[src/rtl/addr64_seq.sv]
module addr64_seq (
  input  logic        clk,
  input  logic        rst_n,
  input  logic        req_valid,
  input  logic [63:0] req_addr,
  input  logic [3:0]  req_cmd,
  input  logic        wide_path,
  output logic        req_ready,
  output logic        addr_phase,
  output logic [31:0] m_ad_lo,
  output logic [3:0]  m_cbe_lo,
  output logic [31:0] m_ad_hi,
  output logic [3:0]  m_cbe_hi,
  input  logic        mon_valid,
  input  logic [31:0] mon_ad_lo,
  input  logic [3:0]  mon_cbe_lo,
  input  logic [31:0] mon_ad_hi,
  input  logic [3:0]  mon_cbe_hi,
  input  logic        mon_wide,
  input  logic [63:0] base,
  input  logic [63:0] mask,
  output logic        hit,
  output logic [3:0]  hit_cmd,
  output logic [63:0] hit_addr,
  output logic        hit_dual
);
  localparam logic [3:0] DAC_CODE = 4'b1101;

  typedef enum logic [1:0] {M_IDLE, M_FIRST, M_SECOND} mstate_t;
  mstate_t     mst;
  logic [63:0] m_addr;
  logic [3:0]  m_cmd;
  logic        m_dual, m_wide;

  wire accept = req_valid && (mst == M_IDLE);
  wire in_first  = (mst == M_FIRST);
  wire in_second = (mst == M_SECOND);

  always_ff @(posedge clk) begin
    if (!rst_n) begin
      mst    <= M_IDLE;
      m_addr <= '0;
      m_cmd  <= '0;
      m_dual <= 1'b0;
      m_wide <= 1'b0;
    end else begin
      case (mst)
        M_IDLE: if (accept) begin
          mst    <= M_FIRST;
          m_addr <= req_addr;
          m_cmd  <= req_cmd;
          m_dual <= (req_addr[63:32] != 32'h0);
          m_wide <= wide_path;
        end
        M_FIRST:  mst <= m_dual ? M_SECOND : M_IDLE;
        default:  mst <= M_IDLE;
      endcase
    end
  end

  wire drive_hi = in_first && m_dual && m_wide;

  assign req_ready  = (mst == M_IDLE);
  assign addr_phase = in_first || in_second;
  assign m_ad_lo    = in_first ? m_addr[31:0] : (in_second ? m_addr[63:32] : 32'h0);
  assign m_cbe_lo   = in_first ? (m_dual ? DAC_CODE : m_cmd) : (in_second ? m_cmd : 4'h0);
  assign m_ad_hi    = drive_hi ? m_addr[63:32] : 32'h0;
  assign m_cbe_hi   = drive_hi ? m_cmd : 4'h0;

  logic        t_wait;
  logic [31:0] t_lo;
  logic [63:0] c_addr;
  logic [3:0]  c_cmd;
  logic        c_dual, c_go;

  wire mon_dac = (mon_cbe_lo == DAC_CODE);

  always_comb begin
    c_addr = {32'h0, mon_ad_lo};
    c_cmd  = mon_cbe_lo;
    c_dual = 1'b0;
    c_go   = 1'b0;
    if (t_wait) begin
      c_addr = {mon_ad_lo, t_lo};
      c_dual = 1'b1;
      c_go   = 1'b1;
    end else if (mon_valid && mon_dac && mon_wide) begin
      c_addr = {mon_ad_hi, mon_ad_lo};
      c_cmd  = mon_cbe_hi;
      c_dual = 1'b1;
      c_go   = 1'b1;
    end else if (mon_valid && !mon_dac) begin
      c_go   = 1'b1;
    end
  end

  wire in_window = (((c_addr ^ base) & mask) == 64'h0);
  wire c_match   = c_go && in_window && (c_dual || (base[63:32] == 32'h0));

  always_ff @(posedge clk) begin
    if (!rst_n) begin
      t_wait   <= 1'b0;
      t_lo     <= '0;
      hit      <= 1'b0;
      hit_cmd  <= '0;
      hit_addr <= '0;
      hit_dual <= 1'b0;
    end else begin
      t_wait <= !t_wait && mon_valid && mon_dac && !mon_wide;
      if (!t_wait && mon_valid) t_lo <= mon_ad_lo;
      hit <= c_match;
      if (c_match) begin
        hit_cmd  <= c_cmd;
        hit_addr <= c_addr;
        hit_dual <= c_dual;
      end
    end
  end

  AST_DUAL_NEEDS_UPPER: assert property (@(posedge clk) disable iff (!rst_n)
    (addr_phase && !$past(addr_phase) && m_cbe_lo == DAC_CODE) |-> (m_ad_lo != 32'h0 || m_addr[63:32] != 32'h0) && m_addr[63:32] != 32'h0);
  AST_DUAL_TWO_PHASES: assert property (@(posedge clk) disable iff (!rst_n)
    (in_first && m_dual) |=> (addr_phase && m_ad_lo == $past(m_addr[63:32])));
  AST_NARROW_HI_QUIET: assert property (@(posedge clk) disable iff (!rst_n)
    (!in_first || !m_wide) |-> (m_ad_hi == 32'h0 && m_cbe_hi == 4'h0));
  AST_BUSY_DRIVES: assert property (@(posedge clk) disable iff (!rst_n)
    !req_ready |-> addr_phase);
  AST_HIT_SOURCE: assert property (@(posedge clk) disable iff (!rst_n)
    $rose(hit) |-> ($past(mon_valid) || $past(t_wait)));
  AST_SINGLE_UPPER_BASE: assert property (@(posedge clk) disable iff (!rst_n)
    (hit && !hit_dual) |-> (hit_addr[63:32] == 32'h0));
endmodule

[config.mk]
export PLATFORM = sky130hd
export DESIGN_NAME = addr64_seq
export DESIGN_NICKNAME = d
export VERILOG_FILES = /design/src/rtl/addr64_seq.sv
export SDC_FILE = /design/constraint.sdc
export NUM_CORES = 1
export LEC_CHECK = 0
export ABC_AREA = 1
export BUFFER_PORTS_ARGS = -buffer_cell sky130_fd_sc_hd__buf_2
export CAP_MARGIN = 5
export CORE_AREA = 2 2 164 166
export CTS_CLUSTER_DIAMETER = 60
export DETAILED_ROUTE_END_ITERATION = 12
export DIE_AREA = 0 0 166 168
export PLACE_DENSITY = 0.66
export SYNTH_ARGS = -nofsm -noshare
export SYNTH_HDL_FRONTEND = slang
export SYNTH_SLANG_ARGS = --single-unit
export TNS_END_PERCENT = 1
[constraint.sdc]
create_clock -name clk -period 2.9 [get_ports clk]
set_input_delay 0.58 -clock clk [delete_from_list [all_inputs] [get_ports clk]]
set_output_delay 0.58 -clock clk [all_outputs]
set_load 0.02 [all_outputs]
After elaboration in Yosys (flattened, before gate mapping) --
Cells that the tools add are included.
Word-level totals: bits in registers 175, latch bits 0, RAM bits 0, ROM bits 0, input port bits 274, output and inout port bits 144, logic and storage cells 57, memories kept 0
Cells by class: add/sub/neg operators 0, $mul 0, divide/modulo/power cells 0, magnitude comparators 0, equal/unequal tests 4, shifts and indexed selects 0, mux-type cells 19, bitwise operators 2, reductions and logical operators 21
Operators with widths (number):
- 64-bit 2-to-1 mux | 2
- 32-bit 2-to-1 mux | 3
- 64-bit AND | 1
- 64-bit zero test | 1
- 64-bit bitwise XOR | 1
- 32-bit zero test | 1
- 32-bit nonzero test | 1
- 4-bit 2-to-1 mux | 6
- 1-bit logical AND | 11
- 1-bit 2-to-1 mux | 5
- 4-bit equality test (second input constant) | 1
- 2-bit 2-to-1 mux | 2
- 2-bit one-hot mux with 2 select lines | 1
- 1-bit zero test | 3
- 2-bit by 1-bit equality test with 1-bit output (second input constant) | 1
- 2-bit equality test (second input constant) | 1
- 2-bit zero test | 1
- 1-bit logical OR | 2
- 2-bit by 1-bit inequality test with 1-bit output (second input constant) | 1
- 2-bit AND reduction | 1

Longest topological paths before layout --
word-level depth 10, depth in mapped cells 21, mapped depth without buffers 17

Worst setup path before layout --
No wires, ideal clock.
path kind input -> register, start point input mon_cbe_lo[1], end point register hit_addr[0], library setup time 0.115 ns, arrival 2.197 ns, required time 2.785 ns, path slack 0.588 ns, stages 18, path buffers 2, cell sequence inv_1 -> nand2_1 -> nor2_4 -> nand2_2 -> nor2_4 -> nand2_1 -> nand2_1 -> nand2_1 -> nand3_1 -> nand2_1 -> nor2_1 -> nand2_1 -> nor2_1 -> buf_4 -> buf_2 -> nand3_1 -> nand2_1 -> nor2_1
Between the ends: longest elaborated chain between the ends 10, elaborated cells on any way between the ends 18, those cells by class eq/ne (1); mux (7); bitwise (2); reduce/logical (8)
Ends and longest elaborated chain:
- start: declaration | RTL line 16 | input logic [3:0] mon_cbe_lo,
- 4-bit equality test (*) | RTL line 76 | wire mon_dac = (mon_cbe_lo == DAC_CODE);
- 1-bit logical AND (2 in series) | RTL line 87 | end else if (mon_valid && mon_dac && mon_wide) begin
- 64-bit 2-to-1 mux | RTL line 87
- 64-bit 2-to-1 mux | RTL line 83 | if (t_wait) begin
- 64-bit bitwise XOR | RTL line 97 | wire in_window = (((c_addr ^ base) & mask) == 64'h0);
- 64-bit AND | RTL line 97
- 64-bit zero test | RTL line 97
- 1-bit logical AND | RTL line 98 | wire c_match = c_go && in_window && (c_dual || (base[63:32] == 32'h0));
- 1-bit logical AND (*) | RTL line 98
- end signal: assignment | RTL line 114 | hit_addr <= c_addr;
- end: declaration | RTL line 24 | output logic [63:0] hit_addr,
Every way passes the cells marked *; elsewhere a longest branch is shown, timed or not. A chain may end at the register's enable or synchronous reset.

Worst setup path after layout --
start point register t_wait, end point register hit_addr[49]
Between the ends: longest elaborated chain between the ends 6, elaborated cells on any way between the ends 9, those cells by class mux (3); bitwise (2); reduce/logical (4)
Ends and longest elaborated chain:
- start: declaration | RTL line 70 | logic t_wait;
- start signal: assignment | RTL line 109 | t_wait <= !t_wait && mon_valid && mon_dac && !mon_wide;
- 64-bit 2-to-1 mux | RTL line 83
- 64-bit bitwise XOR | RTL line 97
- 64-bit AND | RTL line 97
- 64-bit zero test | RTL line 97
- 1-bit logical AND (2 in series) | RTL line 98
Several ways; a longest one is shown, not always the timed one.

==> results summary <==
The flow ran to the end, and the final reports show no timing, DRC or antenna violations. The routed wirelength normalized by instance count is 17.40 microns. The worst setup path is of the reg -> reg kind. The number of distinct library cells after synthesis is 30.

STA classifies the critical path startpoint as a flop. Yosys attributes the largest share of cell area to sky130_fd_sc_hd__dfxtp_1, sky130_fd_sc_hd__nand2_1, sky130_fd_sc_hd__nor2_1, sky130_fd_sc_hd__nand3_1, sky130_fd_sc_hd__inv_1. The fraction of post-synthesis cell area in the top cell type by area is approximately a third. The share of post-route cells with drive strength above 1 is 24.95%. Synthesis produced 1641 cells. The minimum period implied by the final worst setup slack came out at 2794 ps. The count of flip-flops with a built-in enable after synthesis came out at 0. The floorplan step set the die width to approximately 170 microns. The starting density of the core is between 30% and 40%. The wire length of the first global-routing pass came out at 62.62 mm.

Across the run, the number of max-cap violations was 0. The die extent in y came out at 168 microns. The worst hold path terminates at t_wait. The cell row count is 60.

The maximum clock path buffer count is 2. Across the VDD grid, the largest voltage drop is 331.4 uV. After the flow finishes, the layout carries non-filler instances totaling 2384. The number of global-route vias before repair came to 11.20k.

The worst hold path passes through 2 cells. In this run, post-CTS hold repair placed 0 buffers. For this design the top-level I/O count stands at 418.

The largest fanout on the critical path is 39. The final count of negative-setup-slack endpoints came out at 0. The final HPWL from detailed placement is between 30 and 40 mm.

The worst hold path belongs to the class in -> reg. The leakage power figure is 7.033 nW. The clock arrives with 19.83 ps of skew. The pre-antenna-repair detailed-routing pass consisted of 7 iterations. The post-route setup TNS is 0 ps. Setup repair after global routing left no endpoint under its margin. The per-cell via count in the routed design came out at between 5 and 6.

Yosys printed 0 warnings. The sequential element share of the synthesized area is 35.02%. Buffers inserted during clock tree synthesis total 17. The max-slew violation count is 0. The design draws 6.081 mW. The most common cell in the netlist is sky130_fd_sc_hd__nand2_1.

The number of input and output port buffers inserted is 417. The worst register-to-register path has a depth of 12. The detailed router finished its first iteration with around 1.1k violations.

The startpoint identified for the worst hold timing path is mon_wide. STA puts the critical path data arrival time at 3130 ps. The worst setup path is captured at a flop. Dividing the final minimum period by the clock period gives 96.35%.

The synthesized netlist occupies a cell area of 0.01000 sq mm. The congestion estimate from routability-driven global placement came to 0.9580. The number of clock sinks is 175. After synthesis, the mean cell area works out to 6.097 sq um. The H-tree was split into 4 levels. Global routing used about 29% of the available tracks across all layers. The post-detailed-route DRC marker count is 0. The worst register-to-register path ends at hit_addr[49].

STA puts the critical path data required time at ~3200 ps. After clock tree synthesis, the clock-pin slew on the worst setup and hold paths is 90 ps. The post-detailed-route count of antenna-violating nets is 0. The beginning of the worst register-to-register path is t_wait. The number of nets in the final layout is 2296. The number of antenna violations at the first check in global routing was 13. The proportion of register bits with asynchronous set or reset after synthesis came out at 0%. The number of synthesized register bits is 175. Of all cell types, the one taking the most synthesized area is sky130_fd_sc_hd__dfxtp_1. Entering global routing, the biggest net connects 100 pins.

Measured against its own limit, the worst slew margin works out to between 50% and 60%. The clock latency on the worst-skew pair is 440 ps. The final setup slack of the worst path is 105.8 ps. The power density of the placed cells came out at around 460 mW/mm^2. After floorplanning, the core was sized to cover 0.02635 sq mm. The post-placement cell count is 2341. The primary flip-flop cell chosen by synthesis mapping is sky130_fd_sc_hd__dfxtp_1.

By count the netlist is led by sky130_fd_sc_hd__nand2_1, sky130_fd_sc_hd__nor2_1, sky130_fd_sc_hd__inv_1. The net count of the mapped netlist is 1918. The CTS tree is yes.

For the pin with the worst max-slew slack, the measured transition is 603.3 ps. In this run the worst setup path begins at t_wait. The post-placement worst setup slack is 50.61 ps. The area added between synthesis and finish is 31.15%.

After detailed routing, the total wire length is 41.48 mm. Based on the critical path, the design can be clocked at up to 357.9 MHz. The total grt overflow is 0. The number of hold-slack violations in the final timing report came out at 0. The vias after detailed routing came out at 12.26k.

The tree is rooted in a sky130_fd_sc_hd__clkbuf_16. The worst reg-to-reg setup slack came out at 110 ps. The die outline area is between 0.02 and 0.03 sq mm.
[layout make-up]
class,count,area (sq um)
Inverter,191,716.9
Timing Repair Buffer,454,2505
Clock buffer,17,425.4
Multi-Input combinational cell,1180,5345
Fill cell,2793,13230
Antenna cell,11,27.53
Clock inverter,15,167.7
Sequential cell,175,3507
Tap cell,341,426.7
[worst max-delay path, cell delays in order (launching register included)]
cell                      delay (ps)
sky130_fd_sc_hd__dfxtp_4         480
sky130_fd_sc_hd__buf_12          200
sky130_fd_sc_hd__o21ai_1         120
sky130_fd_sc_hd__or2_2           290
sky130_fd_sc_hd__nand3_1         140
sky130_fd_sc_hd__nand4_1         280
sky130_fd_sc_hd__nor2_1          220
sky130_fd_sc_hd__nand3_1         140
sky130_fd_sc_hd__nor2_4          180
sky130_fd_sc_hd__nand2_2         120
sky130_fd_sc_hd__buf_12          190
sky130_fd_sc_hd__nor2_1          220
sky130_fd_sc_hd__nor2_1           80
[logic make-up (layout without fill, tap and decap cells)]
| logic type | Yosys count | after routing | synth area share (%) |
|---|---|---|---|
| XOR/XNOR | 1 | 1 | 0.08756 |
| other | 0 | 11 | 0 |
| AO/OA/AOI/OAI | 251 | 251 | 13.53 |
| AND/OR/NAND/NOR | 925 | 925 | 39.17 |
| buffers and inverters | 286 | 677 | 11.82 |
| flip-flops | 175 | 175 | 35.02 |
| adder cells (fa/ha/maj) | 3 | 3 | 0.3752 |
[how the worst max path moves through the flow]
stage / end / slack (ps)
CTS: hit_addr[49] / 150
floorplan: hit_addr[0] / 590
global route: hit_addr[49] / 2
finish: hit_addr[49] / 110
global placement: hit_addr[51] / 60
detailed placement: hit_addr[49] / 50
[per-stage QoR]
| step | area, sq um | hold WS [ps] | utilization (%) |
|---|---|---|---|
| after CTS | 13090 | 293.7 | 49.68 |
| after global routing | 13120 | 296.4 | 49.79 |
| after global placement | 12500 | 437.5 | 47.43 |
| after floorplan | 10000 | 429.2 | - |
| after detailed placement | 12500 | 443.5 | 47.43 |
| final | 13120 | 302.4 | 49.80 |
[layout by cell type (no fill, tap or decap), drive strengths merged]
master | synthesis | routed
inv | 190 | 197
nand4 | 40 | 40
nor2 | 279 | 279
o211ai | 1 | 1
clkinv | 1 | 8
buf | 46 | 454
nor3b | 1 | 1
a211oi | 32 | 32
a21oi | 102 | 102
nor3 | 5 | 5
nor4 | 9 | 9
clkinvlp | 0 | 1
dfxtp | 175 | 175
nand3b | 14 | 14
o21ai | 112 | 112
nand3 | 163 | 163
clkbuf | 49 | 17
o2111ai | 1 | 1
ha | 3 | 3
nand2 | 398 | 398
o31a | 3 | 3
diode | 0 | 11
xor2 | 1 | 1
or2 | 16 | 16
[routing by layer]
metal	track usage [%]	vias up	part of all wire, %
met5	0	-	0.060
met4	11.98	4	3.6
met3	6.112	83	7.5
met2	47.34	539	46
met1	36.13	5604	42
li1	-	6028	-
[registers in the layout, indices dropped and copies added, names as in the netlist]
register  cells
hit_addr     64
m_addr       64
t_lo         32
hit_cmd       4
m_cmd         4
mst           2
hit           1
hit_dual      1
m_dual        1
m_wide        1
t_wait        1
[where the power goes]
group	internal (mW)	total (mW)	switching, mW
registers	2.53	2.58	0.0478
clock network	1.16	2.36	1.20
logic	0.415	1.14	0.726
[repair_timing]
action                                  4_1_cts  5_1_grt
endpoints found under the setup margin        0       38
gates resized for setup                       0        1
buffers inserted                              0        0
Power figures use the tool's default switching activity.
